[src/rtl/obm_pkg.sv]
package obm_pkg;
  localparam int CPU_AW    = 16;
  localparam int PPU_AW    = 13;
  localparam int DATA_W    = 8;
  localparam int PRG_OFS_W = 13;
  localparam int CHR_OFS_W = 10;
  localparam int PRG_IN_W  = 4;
  localparam int CHR_IN_W  = 7;
  localparam int OUTER_W   = 1;
  localparam int N_PAIR    = 2;
  localparam int N_SINGLE  = 4;
  localparam int N_PRG     = 2;
  localparam int N_BANK    = N_PAIR + N_SINGLE + N_PRG;
  localparam int IDX_W     = $clog2(N_BANK);
  localparam int ROM_AW    = OUTER_W + PRG_IN_W + PRG_OFS_W;

  localparam logic [PRG_IN_W-1:0] PG_LAST   = {PRG_IN_W{1'b1}};
  localparam logic [PRG_IN_W-1:0] PG_SECOND = PG_LAST - 1'b1;

  typedef struct packed {
    logic             chr_inv;
    logic             prg_swap;
    logic [IDX_W-1:0] idx;
  } bsel_t;

  // bit 7 = enable, bit 6 = write protect
  typedef enum logic [1:0] {
    RC_OFF    = 2'b00,
    RC_OFF_WP = 2'b01,
    RC_RW     = 2'b10,
    RC_RO     = 2'b11
  } ramctl_e;

  typedef logic [N_PAIR-1:0][CHR_IN_W-2:0]  pair_t;
  typedef logic [N_SINGLE-1:0][CHR_IN_W-1:0] single_t;
  typedef logic [N_PRG-1:0][PRG_IN_W-1:0]    prgreg_t;

  function automatic logic [PRG_IN_W-1:0] prg_inner(
    input logic       swap,
    input logic [1:0] win,
    input prgreg_t    regs
  );
    logic [PRG_IN_W-1:0] r;
    unique case (win)
      2'd0:    r = swap ? PG_SECOND : regs[0];
      2'd1:    r = regs[1];
      2'd2:    r = swap ? regs[0] : PG_SECOND;
      default: r = PG_LAST;
    endcase
    return r;
  endfunction

  function automatic logic [CHR_IN_W-1:0] chr_inner(
    input logic       inv,
    input logic [2:0] slot,
    input pair_t      pr,
    input single_t    sg
  );
    logic [2:0]          s;
    logic [CHR_IN_W-1:0] r;
    s = {slot[2] ^ inv, slot[1:0]};
    if (!s[2]) r = {pr[s[1]], s[0]};
    else       r = sg[s[1:0]];
    return r;
  endfunction

  function automatic logic [ROM_AW-1:0] join_prg(
    input logic [OUTER_W-1:0]   outer,
    input logic [PRG_IN_W-1:0]  inner,
    input logic [PRG_OFS_W-1:0] ofs
  );
    return {outer, inner, ofs};
  endfunction

  function automatic logic [ROM_AW-1:0] join_chr(
    input logic [OUTER_W-1:0]   outer,
    input logic [CHR_IN_W-1:0]  inner,
    input logic [CHR_OFS_W-1:0] ofs
  );
    return {outer, inner, ofs};
  endfunction
endpackage

[src/rtl/obm_regs.sv]
module obm_regs
  import obm_pkg::*;
(
  input  logic               clk,
  input  logic               rst_n,
  input  logic               wr,
  input  logic [2:0]         addr_hi,
  input  logic               addr_lsb,
  input  logic [DATA_W-1:0]  wdata,
  output bsel_t              bsel_q,
  output pair_t              pair_q,
  output single_t            single_q,
  output prgreg_t            prg_q,
  output logic [OUTER_W-1:0] outer_q,
  output logic               blk_wr_req,
  output logic               blk_wr_ok
);
  localparam logic [2:0] WIN_RAM  = 3'b011;
  localparam logic [2:0] WIN_SEL  = 3'b100;
  localparam logic [2:0] WIN_CTRL = 3'b101;

  ramctl_e ram_ctl_q;
  logic    sel_hit, data_hit, ctl_hit;

  assign sel_hit    = wr && (addr_hi == WIN_SEL)  && !addr_lsb;
  assign data_hit   = wr && (addr_hi == WIN_SEL)  &&  addr_lsb;
  assign ctl_hit    = wr && (addr_hi == WIN_CTRL) &&  addr_lsb;
  assign blk_wr_req = wr && (addr_hi == WIN_RAM);
  assign blk_wr_ok  = blk_wr_req && (ram_ctl_q == RC_RW);

  always_ff @(posedge clk) begin
    if (!rst_n) begin
      bsel_q    <= '0;
      ram_ctl_q <= RC_OFF;
      outer_q   <= '0;
    end else begin
      if (sel_hit) begin
        bsel_q.chr_inv  <= wdata[7];
        bsel_q.prg_swap <= wdata[6];
        bsel_q.idx      <= wdata[IDX_W-1:0];
      end
      if (ctl_hit)   ram_ctl_q <= ramctl_e'(wdata[7:6]);
      if (blk_wr_ok) outer_q   <= wdata[OUTER_W-1:0];
    end
  end

  for (genvar g = 0; g < N_BANK; g++) begin : g_bank
    logic hit;
    assign hit = data_hit && (bsel_q.idx == IDX_W'(g));
    if (g < N_PAIR) begin : g_pair
      logic [CHR_IN_W-2:0] q;
      always_ff @(posedge clk) begin
        if (!rst_n)   q <= '0;
        else if (hit) q <= wdata[CHR_IN_W-1:1];
      end
      assign pair_q[g] = q;
    end else if (g < N_PAIR + N_SINGLE) begin : g_single
      logic [CHR_IN_W-1:0] q;
      always_ff @(posedge clk) begin
        if (!rst_n)   q <= '0;
        else if (hit) q <= wdata[CHR_IN_W-1:0];
      end
      assign single_q[g-N_PAIR] = q;
    end else begin : g_prg
      logic [PRG_IN_W-1:0] q;
      always_ff @(posedge clk) begin
        if (!rst_n)   q <= '0;
        else if (hit) q <= wdata[PRG_IN_W-1:0];
      end
      assign prg_q[g-N_PAIR-N_SINGLE] = q;
    end
  end
endmodule

[src/rtl/obm_prg_map.sv]
module obm_prg_map
  import obm_pkg::*;
(
  input  logic [CPU_AW-1:0]  cpu_addr,
  input  logic               swap,
  input  prgreg_t            prg_q,
  input  logic [OUTER_W-1:0] outer,
  output logic [ROM_AW-1:0]  rom_addr,
  output logic               rom_sel
);
  logic [PRG_IN_W-1:0] inner;

  assign rom_sel = cpu_addr[CPU_AW-1];
  assign inner   = prg_inner(swap, cpu_addr[CPU_AW-2:CPU_AW-3], prg_q);

  always_comb begin
    if (rom_sel) rom_addr = join_prg(outer, inner, cpu_addr[PRG_OFS_W-1:0]);
    else         rom_addr = '0;
  end
endmodule

[src/rtl/obm_chr_map.sv]
module obm_chr_map
  import obm_pkg::*;
(
  input  logic [PPU_AW-1:0]  ppu_addr,
  input  logic               inv,
  input  pair_t              pair_q,
  input  single_t            single_q,
  input  logic [OUTER_W-1:0] outer,
  output logic [ROM_AW-1:0]  rom_addr
);
  logic [CHR_IN_W-1:0] inner;

  assign inner    = chr_inner(inv, ppu_addr[PPU_AW-1:CHR_OFS_W], pair_q, single_q);
  assign rom_addr = join_chr(outer, inner, ppu_addr[CHR_OFS_W-1:0]);
endmodule

[src/rtl/obm_mapper.sv]
module obm_mapper
  import obm_pkg::*;
(
  input  logic              clk,
  input  logic              rst_n,
  input  logic              cpu_wr,
  input  logic [CPU_AW-1:0] cpu_addr,
  input  logic [DATA_W-1:0] cpu_wdata,
  input  logic [PPU_AW-1:0] ppu_addr,
  output logic [ROM_AW-1:0] prg_rom_addr,
  output logic              prg_rom_sel,
  output logic [ROM_AW-1:0] chr_rom_addr
);
  bsel_t              bsel_q;
  pair_t              pair_q;
  single_t            single_q;
  prgreg_t            prg_q;
  logic [OUTER_W-1:0] outer_q;
  logic               blk_wr_req;
  logic               blk_wr_ok;

  obm_regs u_regs (
    .clk       (clk),
    .rst_n     (rst_n),
    .wr        (cpu_wr),
    .addr_hi   (cpu_addr[CPU_AW-1:CPU_AW-3]),
    .addr_lsb  (cpu_addr[0]),
    .wdata     (cpu_wdata),
    .bsel_q    (bsel_q),
    .pair_q    (pair_q),
    .single_q  (single_q),
    .prg_q     (prg_q),
    .outer_q   (outer_q),
    .blk_wr_req(blk_wr_req),
    .blk_wr_ok (blk_wr_ok)
  );

  obm_prg_map u_prg (
    .cpu_addr(cpu_addr),
    .swap    (bsel_q.prg_swap),
    .prg_q   (prg_q),
    .outer   (outer_q),
    .rom_addr(prg_rom_addr),
    .rom_sel (prg_rom_sel)
  );

  obm_chr_map u_chr (
    .ppu_addr(ppu_addr),
    .inv     (bsel_q.chr_inv),
    .pair_q  (pair_q),
    .single_q(single_q),
    .outer   (outer_q),
    .rom_addr(chr_rom_addr)
  );
endmodule

[config.mk]
export PLATFORM = sky130hd
export DESIGN_NAME = obm_mapper
export DESIGN_NICKNAME = d
export VERILOG_FILES = /design/src/rtl/obm_pkg.sv /design/src/rtl/obm_regs.sv /design/src/rtl/obm_prg_map.sv /design/src/rtl/obm_chr_map.sv /design/src/rtl/obm_mapper.sv
export SDC_FILE = /design/constraint.sdc
export NUM_CORES = 1
export LEC_CHECK = 0
export CAP_MARGIN = 20
export CORE_ASPECT_RATIO = 0.7
export CORE_UTILIZATION = 48
export CTS_CLUSTER_DIAMETER = 200
export DETAILED_ROUTE_END_ITERATION = 10
export MAX_ROUTING_LAYER = met4
export PLACE_DENSITY = 0.89
export SYNTH_ARGS = -nofsm -noshare
export SYNTH_HDL_FRONTEND = slang
export SYNTH_SLANG_ARGS = --single-unit
export TNS_END_PERCENT = 20
[constraint.sdc]
create_clock -name clk -period 2.5 [get_ports clk]
set_clock_uncertainty 0.15 [all_clocks]
set_input_delay 0.375 -clock clk [delete_from_list [all_inputs] [get_ports clk]]
set_output_delay 0.375 -clock clk [all_outputs]
set_load 0.005 [all_outputs]
==> impl_metrics.env, run 1 <==
export IMPL_outcome="finished, final reports clean"
export IMPL_crit_fanout=6
export IMPL_synthDistinctLibCells=34
export IMPL_drcViolationCount=0
export IMPL_fin_crit_sh_pct=95.0
export IMPL_syn_area_sq_um=2720
export IMPL_drtIter0Drc=112
export IMPL_relSlewSlack_pct=63.1
export IMPL_p_per_area_nw_per_um2=460
export IMPL_nNetsFinal=388
export IMPL_overflow=0
export IMPL_leakage_nw=1.39
export IMPL_antenna_found_initial=0
export IMPL_postPlaceCellArea_sq_um=3380
export IMPL_die_h_um=64.9
export IMPL_core_sq_um=5340
export IMPL_cts_root_buf="clkbuf_8"
export IMPL_worstMarginPinSlew_ps=552
export IMPL_cts_buffers=5
export IMPL_num_vias=2346
export IMPL_synth_async_reset_ratio_pct=0
export IMPL_rsz0062_at_grt="false"
export IMPL_ir_drop_uv=244
export IMPL_startpoint="cpu_addr[13]"
export IMPL_instances_no_fill=421
export IMPL_synth_ff_latch_count=56
export IMPL_start_util_pct=50.9
export IMPL_first_global_vias=2242
export IMPL_worstReg2RegEnd="u_regs.g_bank[0].g_pair.q[0]"
export IMPL_fin_area_sq_um=3490
export IMPL_synth_top_cells_by_area="dfxtp_1 (41%), mux2i_1 (20%), nand2_1 (8.6%), mux4_2 (5.0%), buf_4 (3.6%)"
export IMPL_min_period_ps=2370
export IMPL_hold_path_class="flop to flop"
export IMPL_hpwl_um=5120
export IMPL_yosys_warnings=0
export IMPL_cts_tree="yes"
export IMPL_synth_top_flop_cell="dfxtp_1"
export IMPL_min_to="u_regs.g_bank[3].g_single.q[5]"
export IMPL_grt_max_degree=25
export IMPL_clock_latency_ps=310
export IMPL_drive_above_1_share_pct=14.0
export IMPL_synth_common_cells="nand2_1 (62), dfxtp_1 (56), mux2i_1 (55)"
export IMPL_r2r_slack_ps=570
export IMPL_criticalPathCategory="input port to output port"
export IMPL_syn_avg_cell_area_sq_um=9.33
export IMPL_first_pass_iters=4
export IMPL_grt_first_pass_wirelength_um=10900
export IMPL_worstRegToRegCells=4
export IMPL_whs_path_depth=2
export IMPL_syn_to_final_growth_pct=28.4
export IMPL_htree_num_levels=2
export IMPL_holdBufCountCts=0
export IMPL_syn_inst=291
export IMPL_clk_path_buf_depth=2
export IMPL_end_kind="output port"
export IMPL_diodes=0
export IMPL_hold_viol=0
export IMPL_dp_cells=413
export IMPL_r2r_start="u_regs.bsel_q[2]"
export IMPL_gr_usage_all_layers_pct=24.7
export IMPL_synth_top_area_share_pct=41.3
export IMPL_drt_wl_total_um=6870
export IMPL_start_kind="input port"
export IMPL_yosysTopAreaCell="dfxtp_1"
export IMPL_die_area_sq_um=5970
export IMPL_hold_path_startpoint="u_regs.g_bank[3].g_single.q[5]"
export IMPL_fmaxAchievable_mhz=421
export IMPL_fp_dieW_um=91.9
export IMPL_numPortBuffers=56
export IMPL_cts_sinks=56
export IMPL_yosysMostFrequentCell="nand2_1"
export IMPL_routed_via_density=5.57
export IMPL_cap_violations=0
export IMPL_drtAntennaViolNets=0
export IMPL_num_rows=22
export IMPL_gp_congestion=0.836
export IMPL_ios=77
export IMPL_worst_endpoint_arrival_ps=1850
export IMPL_finalMaxSlewViolations=0
export IMPL_synth_seq_area_share_pct=41.3
export IMPL_routedWlPerCell_um=16.3
export IMPL_crit_required_ps=1980
export IMPL_syn_nets=331
export IMPL_path_clk_slew_ps=80
export IMPL_setup_violations=0
export IMPL_synth_edf_count=0
==> cells in the final DEF (no fill, tap or decap), types with 3 or more instances in the layout <==
cell type	instances
o21ai_0	14
dlymetal6s2s_1	4
dfxtp_1	56
clkbuf_8	6
nand2_1	62
nand4_1	4
mux2i_1	55
dlygate4sd2_1	6
inv_1	4
o221a_2	3
mux4_2	6
nand3_1	7
clkdlybuf4s50_1	45
a21oi_1	10
buf_4	22
nor2_1	4
and2_1	13
==> flip-flops by register name, indices dropped and copies added (netlist names) <==
signal,cells
u_regs.g_bank.g_pair.q,12
u_regs.outer_q,1
u_regs.ram_ctl_q,2
u_regs.g_bank.g_single.q,28
u_regs.bsel_q,5
u_regs.g_bank.g_prg.q,8
==> what timing repair did <==
item,in CTS,in global routing
endpoints found under the setup margin,10,7
gates resized for setup,7,6
pin swaps,0,0
setup buffers,0,0
==> per-stage QoR <==
stage	TNS, ps	setup slack, ps	utilization, %	hold slack [ps]	total power [mW]
after floorplan	0	466	-	281	1.01
after global placement	-1080	-118	63.4	290	1.11
after detailed placement	-2070	-184	63.4	297	1.12
after CTS	0	1.23	65.1	311	1.61
after global routing	0	41.5	65.3	327	1.66
final	0	126	65.3	312	1.61
==> cell families (layout without fill, tap and decap cells) <==
| group | after synthesis | after routing | share of synthesized area [%] |
|---|---|---|---|
| DFF | 56 | 56 | 41.3 |
| and+or+nand+nor | 107 | 107 | 19.3 |
| buffers and inverters | 34 | 92 | 6.82 |
| muxes | 62 | 62 | 25.7 |
| xor gates and xnor gates | 1 | 1 | 0.322 |
| AOI/OAI and AO/OA | 31 | 31 | 6.68 |
==> worst max-delay path by stage <==
stage / to / slack [ps]
global route: prg_rom_addr[13] / 40
finish: prg_rom_addr[14] / 130
CTS: chr_rom_addr[15] / 1
detailed placement: chr_rom_addr[12] / -180
floorplan: chr_rom_addr[13] / 470
global placement: chr_rom_addr[16] / -120
==> routing by layer <==
layer,up-vias,global-route usage [%],share of wire (%)
li1,1110,-,-
met1,1153,30.4,45
met2,73,41.2,48
met3,10,6.34,5.8
met4,0,5.08,1.2
met5,-,-,0
==> cell type report <==
cell class | instances | area, sq um
Timing Repair Buffer | 80 | 754
Fill cell | 400 | 1850
Clock buffer | 7 | 86.3
Tap cell | 72 | 90.1
Clock inverter | 1 | 7.51
Multi-Input combinational cell | 201 | 1410
Inverter | 4 | 15.0
Sequential cell | 56 | 1120
==> critical path: stages <==
cell	delay (ps)
clkdlybuf4s50_1	500
o21bai_2	260
o221a_2	280
clkdlybuf4s50_1	440
==> power by group <==
group,internal [mW],switching [mW]
Clock,0.226,0.281
Sequential,0.894,0.00224
Combinational,0.110,0.0931
Power figures use the tool's default switching activity.
==> inputs of run 2 (changes only) <==
CORE_UTILIZATION = 43   (was 48)
PLACE_DENSITY = 0.85   (was 0.89)
clock period = 2.1 ns   (was 2.5 ns; I/O delays follow)
==> run 2 against run 1 <==
Net effect: final cell count grew 4.0%; largest cell class unchanged; final area up 4.5%; clock-buffer cell count down 1; via count is 1.1% higher; largest power group unchanged; combinational power rose by 32%.
==> impl_metrics.env, run 2 (same netlist as run 1, synthesis figures left out) <==
export IMPL_met3_length_um=367
export IMPL_hold_path_class="flop to flop"
export IMPL_core_sq_um=5900
export IMPL_combPwrFrac_pct=13.8
export IMPL_die_h_um=68.5
export IMPL_leakage_nw=1.44
export IMPL_cts_tree="yes"
export IMPL_p_switching_mw=0.454
export IMPL_relSlewSlack_pct=75.5
export IMPL_first_global_vias=2212
export IMPL_worst_endpoint_arrival_ps=1620
export IMPL_p_seq_share_pct=55.2
export IMPL_hold_viol=0
export IMPL_grt_first_pass_wirelength_um=11100
export IMPL_outcome="finished, final reports clean"
export IMPL_numPortBuffers=56
export IMPL_dp_cells=421
export IMPL_worstMarginPinSlew_ps=366
export IMPL_rsz0062_at_grt="true"
export IMPL_cts_buffers=5
export IMPL_clkPwrFrac_pct=31.0
export IMPL_largest_reg_flops=28
export IMPL_fin_crit_sh_pct=99.2
export IMPL_setup_violations=0
export IMPL_ios=77
export IMPL_start_util_pct=46.0
export IMPL_num_rows=23
export IMPL_largest_register="u_regs.g_bank.g_single.q"
export IMPL_instances_no_fill=438
export IMPL_ir_drop_uv=273
export IMPL_fmaxAchievable_mhz=480
export IMPL_wl_met2_um=3420
export IMPL_pre_cts_ws_ps=-483
export IMPL_end_kind="output port"
export IMPL_holdBufCountCts=0
export IMPL_path_clk_slew_ps=90
export IMPL_hpwl_um=5000
export IMPL_drive_above_1_share_pct=19.3
export IMPL_min_period_ps=2080
export IMPL_cts_root_buf="clkbuf_8"
export IMPL_routed_via_density=5.41
export IMPL_drtAntennaViolNets=0
export IMPL_drtIter0Drc=188
export IMPL_die_area_sq_um=6640
export IMPL_diodes=0
export IMPL_drcViolationCount=0
export IMPL_intPower_mw=1.48
export IMPL_finalMaxSlewViolations=0
export IMPL_overflow=0
export IMPL_top_regs="u_regs.g_bank.g_single.q (28), u_regs.g_bank.g_pair.q (12), u_regs.g_bank.g_prg.q (8)"
export IMPL_gr_usage_all_layers_pct=22.3
export IMPL_routedWlPerCell_um=16.3
export IMPL_wl_met1_um=3220
export IMPL_criticalPathCategory="input port to output port"
export IMPL_syn_to_final_growth_pct=34.2
export IMPL_clock_latency_ps=310
export IMPL_cap_violations=0
export IMPL_highest_layer="met4"
export IMPL_drt_wl_total_um=7120
export IMPL_first_pass_iters=4
export IMPL_p_sw_share_pct=23.5
export IMPL_final_common_cell="nand2_1"
export IMPL_fin_util_pct=61.8
export IMPL_htree_num_levels=2
export IMPL_mostFrequentLayoutCells="nand2_1 (62), mux2i_1 (55), dfxtp_1 (55)"
export IMPL_gp_congestion=0.840
export IMPL_grt_max_degree=30
export IMPL_clk_path_buf_depth=2
export IMPL_crit_required_ps=1630
export IMPL_cts_sinks=56
export IMPL_p_total_mw=1.93
export IMPL_start_kind="input port"
export IMPL_p_per_area_nw_per_um2=530
export IMPL_setup_ws_ps=17.8
export IMPL_fp_dieW_um=97.0
export IMPL_nNetsFinal=402
export IMPL_num_vias=2371
export IMPL_crit_fanout=6
export IMPL_antenna_found_initial=0
[run 2: cell types whose count changed in the layout (fill, tap and decap cells not counted), sizes merged]
cell,previous run,this run
clkinvlp,1,0
dlymetal6s2s,4,1
clkdlybuf4s15,0,4
buf,24,39
dlygate4sd2,6,8
clkinv,0,2
clkdlybuf4s50,45,40
[run 2: worst paths after layout]
path,end,slack (ps),startpoint,depth (start not counted)
max,chr_rom_addr[10],20,ppu_addr[12],7
min,u_regs.g_bank[0].g_pair.q[0],310,u_regs.g_bank[0].g_pair.q[0],2
min reg2reg,u_regs.g_bank[0].g_pair.q[0],310,u_regs.g_bank[0].g_pair.q[0],2
max reg2reg,u_regs.g_bank[0].g_pair.q[2],210,u_regs.bsel_q[2],4
[run 2: timing repair]
action	4_1_cts	5_1_grt
endpoints found under the setup margin	17	19
gates cloned	0	1
setup buffers	6	2
pin swaps	1	0
resized for setup	28	7
[run 2: final cells by class]
| class | instances | area (sq um) |
|---|---|---|
| fillers | 442 | 2250 |
| multi-input cells | 201 | 1420 |
| flip-flops and latches | 56 | 1120 |
| repair buffers | 94 | 902 |
| well taps | 75 | 93.8 |
| clock buffers | 6 | 82.6 |
| inverters | 4 | 15.0 |
| clock inverters | 2 | 10.0 |
[run 2: power by group through the flow]
stage | logic (mW) | clock network (mW) | registers (mW)
finish | 0.267 | 0.599 | 1.07
global route | 0.285 | 0.657 | 1.07
CTS | 0.259 | 0.603 | 1.07
detailed placement | 0.252 | 0 | 1.09
global placement | 0.247 | 0 | 1.09
floorplan | 0.113 | 0 | 1.09
[run 2: critical path: stages]
cell	delay (ps)
clkdlybuf4s50_1	470
xor2_1	150
buf_4	170
buf_4	140
a21oi_1	70
a31oi_1	160
buf_2	140
[run 2: stage by stage]
stage | TNS (ps) | hold WS [ps] | cell area (sq um)
after floorplan | 0 | 281 | 2720
after global placement | -11280 | 289 | 3480
after detailed placement | -13150 | 299 | 3480
after CTS | 0 | 314 | 3620
after global routing | -62.0 | 331 | 3640
final | 0 | 315 | 3640
[run 2: metal layers]
| metal | up-vias | track usage, % |
|---|---|---|
| met4 | 0 | 8.96 |
| met2 | 74 | 37.6 |
| met5 | - | - |
| li1 | 1140 | - |
| met3 | 11 | 4.44 |
| met1 | 1146 | 27.0 |
==> inputs of run 3 (changes only) <==
CORE_MARGIN = 4   (was not set)
==> run 3 against run 2 <==
Net effect: die area is 15% higher; setup slack better by 46 ps; clock-buffer cell count stayed put; combinational power is 5% lower; total power is 3.7% lower; clock power is 9.5% lower; via count hardly changed; first-iteration DRC count is 28% lower; flip-flop and latch count stayed put; sequential power hardly changed; largest power group unchanged.
==> impl_metrics.env, run 3 (same netlist as run 1, synthesis figures left out) <==
export IMPL_first_global_vias=2279
export IMPL_die_area_sq_um=7670
export IMPL_diodes=0
export IMPL_start_util_pct=45.8
export IMPL_syn_to_final_growth_pct=31.5
export IMPL_hold_viol=0
export IMPL_outcome="finished, final reports clean"
export IMPL_drtAntennaViolNets=0
export IMPL_intPower_mw=1.43
export IMPL_grt_max_degree=28
export IMPL_p_per_area_nw_per_um2=521
export IMPL_largest_register="u_regs.g_bank.g_single.q"
export IMPL_min_period_ps=2040
export IMPL_grt_first_pass_wirelength_um=11200
export IMPL_hold_path_startpoint="u_regs.g_bank[4].g_single.q[6]"
export IMPL_cts_buffers=5
export IMPL_fill_cells=481
export IMPL_clock_latency_ps=290
export IMPL_cts_tree="yes"
export IMPL_path_clk_slew_ps=90
export IMPL_relSlewSlack_pct=68.1
export IMPL_numPortBuffers=56
export IMPL_wl_met1_um=3010
export IMPL_routed_via_density=5.47
export IMPL_end_kind="output port"
export IMPL_start_kind="input port"
export IMPL_clk_path_buf_depth=2
export IMPL_crit_required_ps=1630
export IMPL_worst_endpoint_arrival_ps=1570
export IMPL_mostFrequentLayoutCells="nand2_1 (61), mux2i_1 (55), dfxtp_1 (55)"
export IMPL_holdBufCountCts=0
export IMPL_first_pass_iters=4
export IMPL_cap_violations=0
export IMPL_leakage_nw=1.47
export IMPL_highest_layer="met4"
export IMPL_p_sw_share_pct=23.1
export IMPL_gr_usage_all_layers_pct=19.4
export IMPL_drtIter0Drc=136
export IMPL_ir_drop_uv=314
export IMPL_setup_violations=0
export IMPL_htree_num_levels=2
export IMPL_fin_util_pct=60.3
export IMPL_tns_ps=0
export IMPL_whs_ps=314
export IMPL_clkPwrFrac_pct=29.1
export IMPL_r2r_slack_ps=210
export IMPL_r2r_start="u_regs.bsel_q[2]"
export IMPL_wl_met2_um=3470
export IMPL_cts_root_buf="clkbuf_8"
export IMPL_gp_congestion=0.898
export IMPL_worstMarginPinSlew_ps=478
export IMPL_fmaxAchievable_mhz=491
export IMPL_fp_dieW_um=103
export IMPL_overflow=0
export IMPL_crit_fanout=6
export IMPL_combPwrFrac_pct=13.6
export IMPL_largest_reg_flops=28
export IMPL_drcViolationCount=0
export IMPL_p_total_mw=1.86
export IMPL_final_common_cell="nand2_1"
export IMPL_hpwl_um=5290
export IMPL_min_to="u_regs.g_bank[4].g_single.q[6]"
export IMPL_criticalPathCategory="input port to output port"
export IMPL_routedWlPerCell_um=16.3
export IMPL_p_seq_share_pct=57.3
export IMPL_worstReg2RegEnd="u_regs.g_bank[0].g_pair.q[1]"
export IMPL_cts_sinks=56
export IMPL_finalMaxSlewViolations=0
export IMPL_drt_wl_total_um=7060
export IMPL_die_h_um=74.5
export IMPL_ios=77
export IMPL_nNetsFinal=399
export IMPL_antenna_found_initial=0
export IMPL_core_sq_um=5930
export IMPL_startpoint="ppu_addr[10]"
export IMPL_num_vias=2372
export IMPL_drive_above_1_share_pct=18.4
export IMPL_hold_path_class="flop to flop"
export IMPL_rsz0062_at_grt="false"
export IMPL_top_regs="u_regs.g_bank.g_single.q (28), u_regs.g_bank.g_pair.q (12), u_regs.g_bank.g_prg.q (8)"
export IMPL_fin_crit_sh_pct=96.9
export IMPL_num_rows=23
export IMPL_p_switching_mw=0.430
export IMPL_met3_length_um=510
export IMPL_whs_path_depth=2
export IMPL_worstRegToRegCells=4
-- run 3: how the worst max path moves through the flow --
stage | end | slack [ps] | depth (start not counted)
6_report | chr_rom_addr[14] | 60 | 7
3_3_place_gp | chr_rom_addr[11] | -430 | 6
3_5_place_dp | chr_rom_addr[14] | -500 | 6
4_1_cts | prg_rom_addr[15] | -60 | 4
5_1_grt | chr_rom_addr[14] | 20 | 7
2_1_floorplan | u_regs.g_bank[0].g_pair.q[0] | 160 | 6
-- run 3: power by group through the flow --
stage / clock network [mW] / registers, mW / logic [mW]
after floorplan: 0 / 1.09 / 0.113
after global placement: 0 / 1.09 / 0.247
after detailed placement: 0 / 1.09 / 0.253
after CTS: 0.556 / 1.07 / 0.254
after global routing: 0.593 / 1.07 / 0.272
final: 0.542 / 1.07 / 0.253
-- run 3: area by class of cell --
class	count	area (sq um)	area share [%]
Clock buffer	6	72.6	2.03
Clock inverter	1	5.00	0.140
Multi-Input combinational cell	201	1420	39.6
Sequential cell	56	1120	31.5
Tap cell	75	93.8	2.63
Timing Repair Buffer	91	845	23.6
Inverter	4	15.0	0.420
-- run 3: timing repair --
action,CTS,global route
buffers inserted,3,0
endpoints found under the setup margin,13,21
gates cloned,0,0
gates resized for setup,26,11
pin swaps,1,2
-- run 3: layer usage --
metal,vias up,track usage [%]
met3,6,4.50
met5,-,-
li1,1129,-
met2,83,32.7
met1,1154,24.6
met4,0,2.30
-- run 3: per-stage QoR --
step	worst slack (ps)	std cells	area (sq um)
floorplan	161	291	2720
global placement	-427	424	3470
detailed placement	-504	424	3470
CTS	-62.9	434	3560
global route	19.8	434	3570
finish	64.2	434	3570
-- run 3: critical path, stage by stage --
cell and delay [ps]:
clkdlybuf4s15_2 200, buf_12 120, buf_4 120, mux4_2 500, nand2_1 80, o21ai_0 90, buf_2 140
